**config.mk**
```make
export PLATFORM = sky130hd
export DESIGN_NAME = dispatch_group_former
export DESIGN_NICKNAME = d
export VERILOG_FILES = /design/src/rtl/dgf_pkg.sv /design/src/rtl/dgf_classify.sv /design/src/rtl/dgf_slot_planner.sv /design/src/rtl/dgf_out_stage.sv /design/src/rtl/dispatch_group_former.sv
export SDC_FILE = /design/constraint.sdc
export NUM_CORES = 1
export LEC_CHECK = 0
export ABC_AREA = 1
export BUFFER_PORTS_ARGS = -buffer_cell sky130_fd_sc_hd__buf_2
export CORE_MARGIN = 2
export CORE_UTILIZATION = 35
export CTS_BUF_LIST = sky130_fd_sc_hd__clkbuf_8
export DETAILED_ROUTE_END_ITERATION = 8
export SLEW_MARGIN = 40
export SYNTH_ARGS = -nofsm -noshare
export SYNTH_HDL_FRONTEND = slang
export SYNTH_SLANG_ARGS = --single-unit
```
**constraint.sdc**
```tcl
create_clock -name clk -period 3.5 [get_ports clk]
set_input_delay 0.175 -clock clk [delete_from_list [all_inputs] [get_ports clk]]
set_output_delay 0.175 -clock clk [all_outputs]
set_load 0.02 [all_outputs]
```
**src/rtl/dgf_pkg.sv**
```systemverilog
package dgf_pkg;

  typedef enum logic [2:0] {
    K_PLAIN  = 3'd0,
    K_CR     = 3'd1,
    K_CRACK  = 3'd2,
    K_BRANCH = 3'd3,
    K_MILLI  = 3'd4
  } op_kind_e;

  // Tag precedence: millicode, branch, cracked, condition-register.
  function automatic op_kind_e decode_kind(input logic milli, input logic branch,
                                           input logic cracked, input logic cr);
    if (milli)        return K_MILLI;
    else if (branch)  return K_BRANCH;
    else if (cracked) return K_CRACK;
    else if (cr)      return K_CR;
    else              return K_PLAIN;
  endfunction

  // Number of group slots an op of this kind consumes.
  function automatic logic [1:0] kind_len(input op_kind_e k);
    return (k == K_CRACK) ? 2'd2 : 2'd1;
  endfunction

endpackage

```
**src/rtl/dgf_classify.sv**
```systemverilog
module dgf_classify
  import dgf_pkg::*;
(
  input  logic     milli,
  input  logic     branch,
  input  logic     cracked,
  input  logic     cr,
  output op_kind_e kind
);

  always_comb kind = decode_kind(milli, branch, cracked, cr);

endmodule

```
**src/rtl/dgf_slot_planner.sv**
```systemverilog
module dgf_slot_planner
  import dgf_pkg::*;
#(
  parameter int NUM_SLOTS = 5,
  parameter int OP_W      = 16,
  parameter int CR_SLOTS  = 2,
  parameter int PTR_W     = 3
) (
  input  logic [NUM_SLOTS-1:0]      acc_mask,
  input  logic [NUM_SLOTS*OP_W-1:0] acc_ops,
  input  logic [PTR_W-1:0]          acc_ptr,
  input  logic                      acc_sealed,
  input  logic                      take,
  input  logic                      out_free,
  input  op_kind_e                  kind,
  input  logic [OP_W-1:0]           op_a,
  input  logic [OP_W-1:0]           op_b,
  output logic [NUM_SLOTS-1:0]      nx_mask,
  output logic [NUM_SLOTS*OP_W-1:0] nx_ops,
  output logic [PTR_W-1:0]          nx_ptr,
  output logic                      nx_sealed,
  output logic                      push_v,
  output logic [NUM_SLOTS-1:0]      push_mask,
  output logic [NUM_SLOTS*OP_W-1:0] push_ops
);

  localparam int BR_SLOT = NUM_SLOTS - 1;
  localparam logic [PTR_W-1:0] BR_PTR    = PTR_W'(BR_SLOT);
  localparam logic [PTR_W-1:0] CR_PTR    = PTR_W'(CR_SLOTS);
  localparam logic [PTR_W-1:0] CRACK_MAX = PTR_W'(BR_SLOT - 2);

  logic                      fits;
  logic [NUM_SLOTS-1:0]      base_mask;
  logic [NUM_SLOTS*OP_W-1:0] base_ops;
  logic [PTR_W-1:0]          base_ptr;
  logic [PTR_W-1:0]          second_ptr;

  // Whether the offered op can still join the open group.
  always_comb begin
    unique case (kind)
      K_PLAIN: fits = (acc_ptr < BR_PTR);
      K_CR:    fits = (acc_ptr < CR_PTR);
      K_CRACK: fits = (acc_ptr <= CRACK_MAX);
      K_MILLI: fits = (acc_ptr == '0);
      default: fits = 1'b1;
    endcase
  end

  always_comb begin
    nx_mask    = acc_mask;
    nx_ops     = acc_ops;
    nx_ptr     = acc_ptr;
    nx_sealed  = acc_sealed;
    push_v     = 1'b0;
    push_mask  = acc_mask;
    push_ops   = acc_ops;
    base_mask  = acc_mask;
    base_ops   = acc_ops;
    base_ptr   = acc_ptr;
    second_ptr = acc_ptr + PTR_W'(1);
    if (acc_sealed) begin
      if (out_free) begin
        push_v    = 1'b1;
        nx_mask   = '0;
        nx_ops    = '0;
        nx_ptr    = '0;
        nx_sealed = 1'b0;
      end
    end else if (take) begin
      if (kind == K_BRANCH) begin
        push_v             = 1'b1;
        push_mask[BR_SLOT] = 1'b1;
        push_ops[BR_SLOT*OP_W +: OP_W] = op_a;
        nx_mask = '0;
        nx_ops  = '0;
        nx_ptr  = '0;
      end else begin
        if (!fits) begin
          push_v    = 1'b1;
          base_mask = '0;
          base_ops  = '0;
          base_ptr  = '0;
        end
        second_ptr = base_ptr + PTR_W'(1);
        nx_mask = base_mask;
        nx_ops  = base_ops;
        for (int s = 0; s < BR_SLOT; s++) begin
          if (PTR_W'(s) == base_ptr) begin
            nx_mask[s] = 1'b1;
            nx_ops[s*OP_W +: OP_W] = op_a;
          end
          if (kind == K_CRACK && PTR_W'(s) == second_ptr) begin
            nx_mask[s] = 1'b1;
            nx_ops[s*OP_W +: OP_W] = op_b;
          end
        end
        nx_ptr    = base_ptr + PTR_W'(kind_len(kind));
        nx_sealed = (kind == K_MILLI);
      end
    end
  end

endmodule

```
**src/rtl/dgf_out_stage.sv**
```systemverilog
module dgf_out_stage #(
  parameter int NUM_SLOTS = 5,
  parameter int OP_W      = 16
) (
  input  logic                      clk,
  input  logic                      rst_n,
  input  logic                      push_v,
  input  logic [NUM_SLOTS-1:0]      push_mask,
  input  logic [NUM_SLOTS*OP_W-1:0] push_ops,
  output logic                      out_free,
  output logic                      out_v,
  input  logic                      out_ready,
  output logic [NUM_SLOTS-1:0]      out_mask,
  output logic [NUM_SLOTS*OP_W-1:0] out_ops
);

  assign out_free = !out_v || out_ready;

  always_ff @(posedge clk) begin
    if (!rst_n) begin
      out_v    <= 1'b0;
      out_mask <= '0;
      out_ops  <= '0;
    end else if (push_v) begin
      out_v    <= 1'b1;
      out_mask <= push_mask;
      out_ops  <= push_ops;
    end else if (out_ready) begin
      out_v <= 1'b0;
    end
  end

  AST_GRP_HOLD: assert property (@(posedge clk) disable iff (!rst_n)
    (out_v && !out_ready) |=> (out_v && $stable(out_mask) && $stable(out_ops)));

  AST_PUSH_ROOM: assert property (@(posedge clk) disable iff (!rst_n)
    push_v |-> out_free);

endmodule

```
**src/rtl/dispatch_group_former.sv**
```systemverilog
module dispatch_group_former
  import dgf_pkg::*;
#(
  parameter int NUM_SLOTS = 5,
  parameter int OP_W      = 16,
  parameter int CR_SLOTS  = 2
) (
  input  logic                      clk,
  input  logic                      rst_n,
  input  logic                      in_valid,
  output logic                      in_ready,
  input  logic [OP_W-1:0]           in_op_a,
  input  logic [OP_W-1:0]           in_op_b,
  input  logic                      in_branch,
  input  logic                      in_cr,
  input  logic                      in_cracked,
  input  logic                      in_milli,
  output logic                      grp_valid,
  input  logic                      grp_ready,
  output logic [NUM_SLOTS-1:0]      grp_mask,
  output logic [NUM_SLOTS*OP_W-1:0] grp_ops
);

  localparam int BR_SLOT = NUM_SLOTS - 1;
  localparam int PTR_W   = $clog2(NUM_SLOTS + 1);
  localparam logic [PTR_W-1:0] BR_PTR    = PTR_W'(BR_SLOT);
  localparam logic [PTR_W-1:0] CR_PTR    = PTR_W'(CR_SLOTS);
  localparam logic [PTR_W-1:0] CRACK_MAX = PTR_W'(BR_SLOT - 2);

  op_kind_e                  kind;
  logic                      take;
  logic                      out_free;
  logic [NUM_SLOTS-1:0]      acc_mask, nx_mask, push_mask;
  logic [NUM_SLOTS*OP_W-1:0] acc_ops, nx_ops, push_ops;
  logic [PTR_W-1:0]          acc_ptr, nx_ptr;
  logic                      acc_sealed, nx_sealed;
  logic                      push_v;
  logic                      low_prefix_ok;

  dgf_classify u_classify (
    .milli   (in_milli),
    .branch  (in_branch),
    .cracked (in_cracked),
    .cr      (in_cr),
    .kind    (kind)
  );

  assign in_ready = !acc_sealed && out_free;
  assign take     = in_valid && in_ready;

  dgf_slot_planner #(
    .NUM_SLOTS (NUM_SLOTS),
    .OP_W      (OP_W),
    .CR_SLOTS  (CR_SLOTS),
    .PTR_W     (PTR_W)
  ) u_planner (
    .acc_mask   (acc_mask),
    .acc_ops    (acc_ops),
    .acc_ptr    (acc_ptr),
    .acc_sealed (acc_sealed),
    .take       (take),
    .out_free   (out_free),
    .kind       (kind),
    .op_a       (in_op_a),
    .op_b       (in_op_b),
    .nx_mask    (nx_mask),
    .nx_ops     (nx_ops),
    .nx_ptr     (nx_ptr),
    .nx_sealed  (nx_sealed),
    .push_v     (push_v),
    .push_mask  (push_mask),
    .push_ops   (push_ops)
  );

  // Open group being assembled.
  always_ff @(posedge clk) begin
    if (!rst_n) begin
      acc_mask   <= '0;
      acc_ops    <= '0;
      acc_ptr    <= '0;
      acc_sealed <= 1'b0;
    end else begin
      acc_mask   <= nx_mask;
      acc_ops    <= nx_ops;
      acc_ptr    <= nx_ptr;
      acc_sealed <= nx_sealed;
    end
  end

  dgf_out_stage #(
    .NUM_SLOTS (NUM_SLOTS),
    .OP_W      (OP_W)
  ) u_out (
    .clk       (clk),
    .rst_n     (rst_n),
    .push_v    (push_v),
    .push_mask (push_mask),
    .push_ops  (push_ops),
    .out_free  (out_free),
    .out_v     (grp_valid),
    .out_ready (grp_ready),
    .out_mask  (grp_mask),
    .out_ops   (grp_ops)
  );

  // Observation: no hole below the branch slot in the emitted mask.
  always_comb begin
    logic gap;
    gap           = 1'b0;
    low_prefix_ok = 1'b1;
    for (int s = 0; s < BR_SLOT; s++) begin
      if (!grp_mask[s]) gap = 1'b1;
      else if (gap)     low_prefix_ok = 1'b0;
    end
  end

  AST_MASK_PREFIX: assert property (@(posedge clk) disable iff (!rst_n)
    grp_valid |-> low_prefix_ok);

  AST_BRANCH_TOP: assert property (@(posedge clk) disable iff (!rst_n)
    (take && kind == K_BRANCH) |=> (grp_valid && grp_mask[BR_SLOT] && acc_ptr == '0));

  AST_PTR_LIMIT: assert property (@(posedge clk) disable iff (!rst_n)
    acc_ptr <= BR_PTR);

  AST_CR_REOPEN: assert property (@(posedge clk) disable iff (!rst_n)
    (take && kind == K_CR && acc_ptr >= CR_PTR) |=> (grp_valid && acc_ptr == PTR_W'(1)));

  AST_CRACK_REOPEN: assert property (@(posedge clk) disable iff (!rst_n)
    (take && kind == K_CRACK && acc_ptr > CRACK_MAX) |=> (grp_valid && acc_ptr == PTR_W'(2)));

  AST_MILLI_SOLO: assert property (@(posedge clk) disable iff (!rst_n)
    acc_sealed |-> (acc_ptr == PTR_W'(1) && !in_ready));

  AST_MILLI_NEXT: assert property (@(posedge clk) disable iff (!rst_n)
    (acc_sealed && out_free) |=> (grp_valid && grp_mask == NUM_SLOTS'(1) && acc_ptr == '0));

endmodule

```
==> key figures <==
Worst setup path
  • WP depth: 12
  • Worst path required time: 3.88 ns
  • Crit path max-delay family: simple AND/OR/NAND/NOR gates
  • Slowest cell on the critical path: dfxtp_1
  • R2R Setup Slk: approximately 0.37 ns
  • Crit path buf inv count: 2
  • Capture point of the critical path: acc_ops[61]$_SDFFE_PN0P_
  • Reg-to-Reg End: acc_ops[61]$_SDFFE_PN0P_
  • Type of origin of the critical path: register
  • Critical Path Sink Type: register
  • CP arrival: around 3.5 ns
  • CP Class: register to register
  • CP Launch Point: acc_ptr[1]$_SDFFE_PN0P_
  • CP cell instances: inv_1, nand4_2, nand4_4, nand2_1, nor2_1, ha_1, inv_1, nor2_4, nand4_4, a21oi_4, nand2_1, a21oi_1
  • Reg-to-Reg Start: acc_ptr[1]$_SDFFE_PN0P_
  • Crit path max fanout: 26
  • Max stage delay on crit path: a little under 0.6 ns
  • FF-to-FF path depth: 12

Clocking
  • Setup Buffers After CTS: 0
  • Worst-skew pair later-pin latency: approximately 0.45 ns
  • CTS Buf Count: 17
  • CTS tree: done
  • H-tree depth: 4
  • Root buffer cell: clkbuf_8
  • Clk sinks: 158
  • CTS Buffer Depth: 2
  • Clock transition at path regs: 0.08 ns
  • Post-CTS sizing: 0

Floorplanning
  • IO Pins: 127
  • Die footprint: between 15,000 and 20,000 um2
  • Initial Utilization: between 30% and 40%
  • Die X: 140 um
  • CORE AREA: 18,100 um2
  • Die height: roughly 140 um
  • Placement Rows: 49

Timing
  • Fin Setup TNS: 0 ns
  • Hold Vio Cnt, Final: 0
  • Final setup violation count: 0
  • Final period util: roughly nine tenths
  • FMAX: approximately 320 MHz
  • Max-slew headroom: 53.6%
  • Skew final: between 0.01 and 0.015 ns
  • RSZ-0062 raised after global routing: no
  • Min Clock Period, post-route: ~3.1 ns
  • Final Max Tran Viols: 0
  • Slew @ Worst Pin: 0.697 ns

Global route
  • First-pass GRT wire length: roughly 30,000 um
  • GRT Overall Usage: a little under a fifth
  • Largest net degree at the start of global routing: 79
  • Antenna violations before repair: 1
  • Gr ovfl total: 0
  • Number of global-route vias before repair: approximately 5,500

Layout
  • Layout cells sized above 1: ~18%
  • Final Util: 42.4%
  • Area grow syn2layout: 18.1%
  • Most common cell after layout, fill and taps aside: nand2_1
  • Commonest non-fill, non-tap cells in the layout: nand2_1, dfxtp_1, nor2_1
  • Fill count: 1,954
  • Layout Nets: ~1,100

Synth
  • Share of the synthesized area in the top cell type: 48.5%
  • Cells after Synth: between 900 and 1,000
  • Biggest area consumer among synthesized cells: dfxtp_1
  • Mapped Area: roughly 6500 um2
  • Synthesized flop and latch total: about 160
  • Avg Inst Size Synth: between 7 and 8 um2
  • YS warnings: 0
  • Post-synthesis sequential area ratio: about half
  • Synth unique cells: 28
  • Area contributors post-synth: dfxtp_1, nand2_1, nor2_1
  • Mapped Nets: 958

Status
  • Outcome: finished, final reports clean

Pwr
  • Static Leakage: 3.55 nW
  • Pwr dens: between 500 and 600 nW/um2
  • Maximum vdd ir drop: between 0.0002 and 0.00025 V

Route
  • TritonRoute pass-1 iters: 5
  • DRC: 0
  • Detailed-route via count: ~6,000
  • M1 wire length: slightly above 9000 um
  • Average routed wire per standard cell: 15.0 um
  • Vias per inst: approximately 4.8
  • Met3 wire length: ~820 um
  • Top Layer Used: met4
  • Wirelength, routed: around 19,000 um
  • Initial DRC count: 539
  • DR WL met2: 8520 um
  • DRT antenna net count: 0

Min path
  • Hold Crit Class: input port to register

Placed design
  • Port Buffers: 126
  • HPWL Detailed: between 10,000 and 15,000 um
  • Gpl congestion: ~0.89

Run
  • Maxcap violations: 0
-- metrics by stage --
step / setup WS (ns) / hold slack (ns) / cells / instance area, um2 / power [W]
after CTS: 0.377 / 0.0113 / 1255 / 7690 / 0.00424
final: 0.371 / 0.0386 / 1256 / 7700 / 0.00420
after global placement: 0.528 / 0.446 / 1224 / 7260 / 0.00278
after detailed placement: 0.446 / 0.450 / 1224 / 7260 / 0.00279
after global routing: 0.0777 / 0.0252 / 1256 / 7700 / 0.00442
after floorplan: 1.04 / 0.320 / 915 / 6520 / 0.00254
-- sequential cells by signal, summed over array words and instances, names as in the netlist --
signal and flops:
u_out.out_ops 80, u_out.out_mask 5, acc_mask 4, acc_ptr 3
u_out.out_v 1, acc_sealed 1, acc_ops 64
-- layout make-up --
class	instances	area, um2	area share, %
Inverter	53	199	2.58
Timing Repair Buffer	134	706	9.17
Antenna cell	1	2.50	0.0325
Clock buffer	18	248	3.22
Sequential cell	158	3160	41.1
Tap cell	229	287	3.72
Multi-Input combinational cell	651	2920	38.0
Clock inverter	12	171	2.23
-- how the worst min path moves through the flow --
stage	start	endpoint	slack, ns	cells after the start
2_1_floorplan	in_milli	acc_sealed$_SDFF_PN0_	0.32	2
3_3_place_gp	acc_ops[42]$_SDFFE_PN0P_	u_out.out_ops[42]$_SDFFE_PN0P_	0.45	2
3_5_place_dp	u_out.out_ops[73]$_SDFFE_PN0P_	u_out.out_ops[73]$_SDFFE_PN0P_	0.45	2
4_1_cts	in_milli	acc_sealed$_SDFF_PN0_	0.01	3
5_1_grt	in_milli	acc_sealed$_SDFF_PN0_	0.03	3
6_report	in_milli	acc_sealed$_SDFF_PN0_	0.04	3
-- tightest hold or removal path, stage by stage --
cell and delay (ns):
buf_2 0.14, nand2_1 0.07, a21oi_1 0.06
-- cell usage after synthesis, drive strengths merged --
cell    count
o21ai      94
nand4       7
nor2      155
nand2     249
inv        51
o31ai       1
a21oi     102
dfxtp     158
clkinv      2
and2        1
buf        22
clkbuf     31
ha          2
nand3      38
fa          1
or2         1
-- routing by layer --
| layer | global-route usage (%) | vias up |
|---|---|---|
| met5 | 0 | - |
| met4 | 7.42 | 0 |
| met3 | 4.00 | 24 |
| met2 | 29.9 | 150 |
| met1 | 26.1 | 2690 |
| li1 | - | 3119 |
-- cell families (layout without fill, tap and decap cells) --
| family | after synthesis | in the layout | share of synthesized area, % |
|---|---|---|---|
| and+or+nand+nor | 451 | 451 | 28.2 |
| adders and majority gates | 3 | 3 | 0.691 |
| DFF | 158 | 158 | 48.5 |
| other | 0 | 1 | 0 |
| AOI/OAI and AO/OA | 197 | 197 | 15.8 |
| buffers and inverters | 106 | 217 | 6.81 |
-- repair_timing --
| item | CTS | global route |
|---|---|---|
| hold endpoints to repair | 1 | 0 |
| hold buffers | 1 | 0 |
| setup endpoints to repair | 0 | 0 |
-- power by group --
part	internal (W)	switching, W	total [W]
Sequential	0.00193	0.0000599	0.00199
Clock	0.000785	0.000670	0.00145
Combinational	0.000220	0.000540	0.000760
Total	0.00293	0.00127	0.00420
Power figures use the tool's default switching activity.
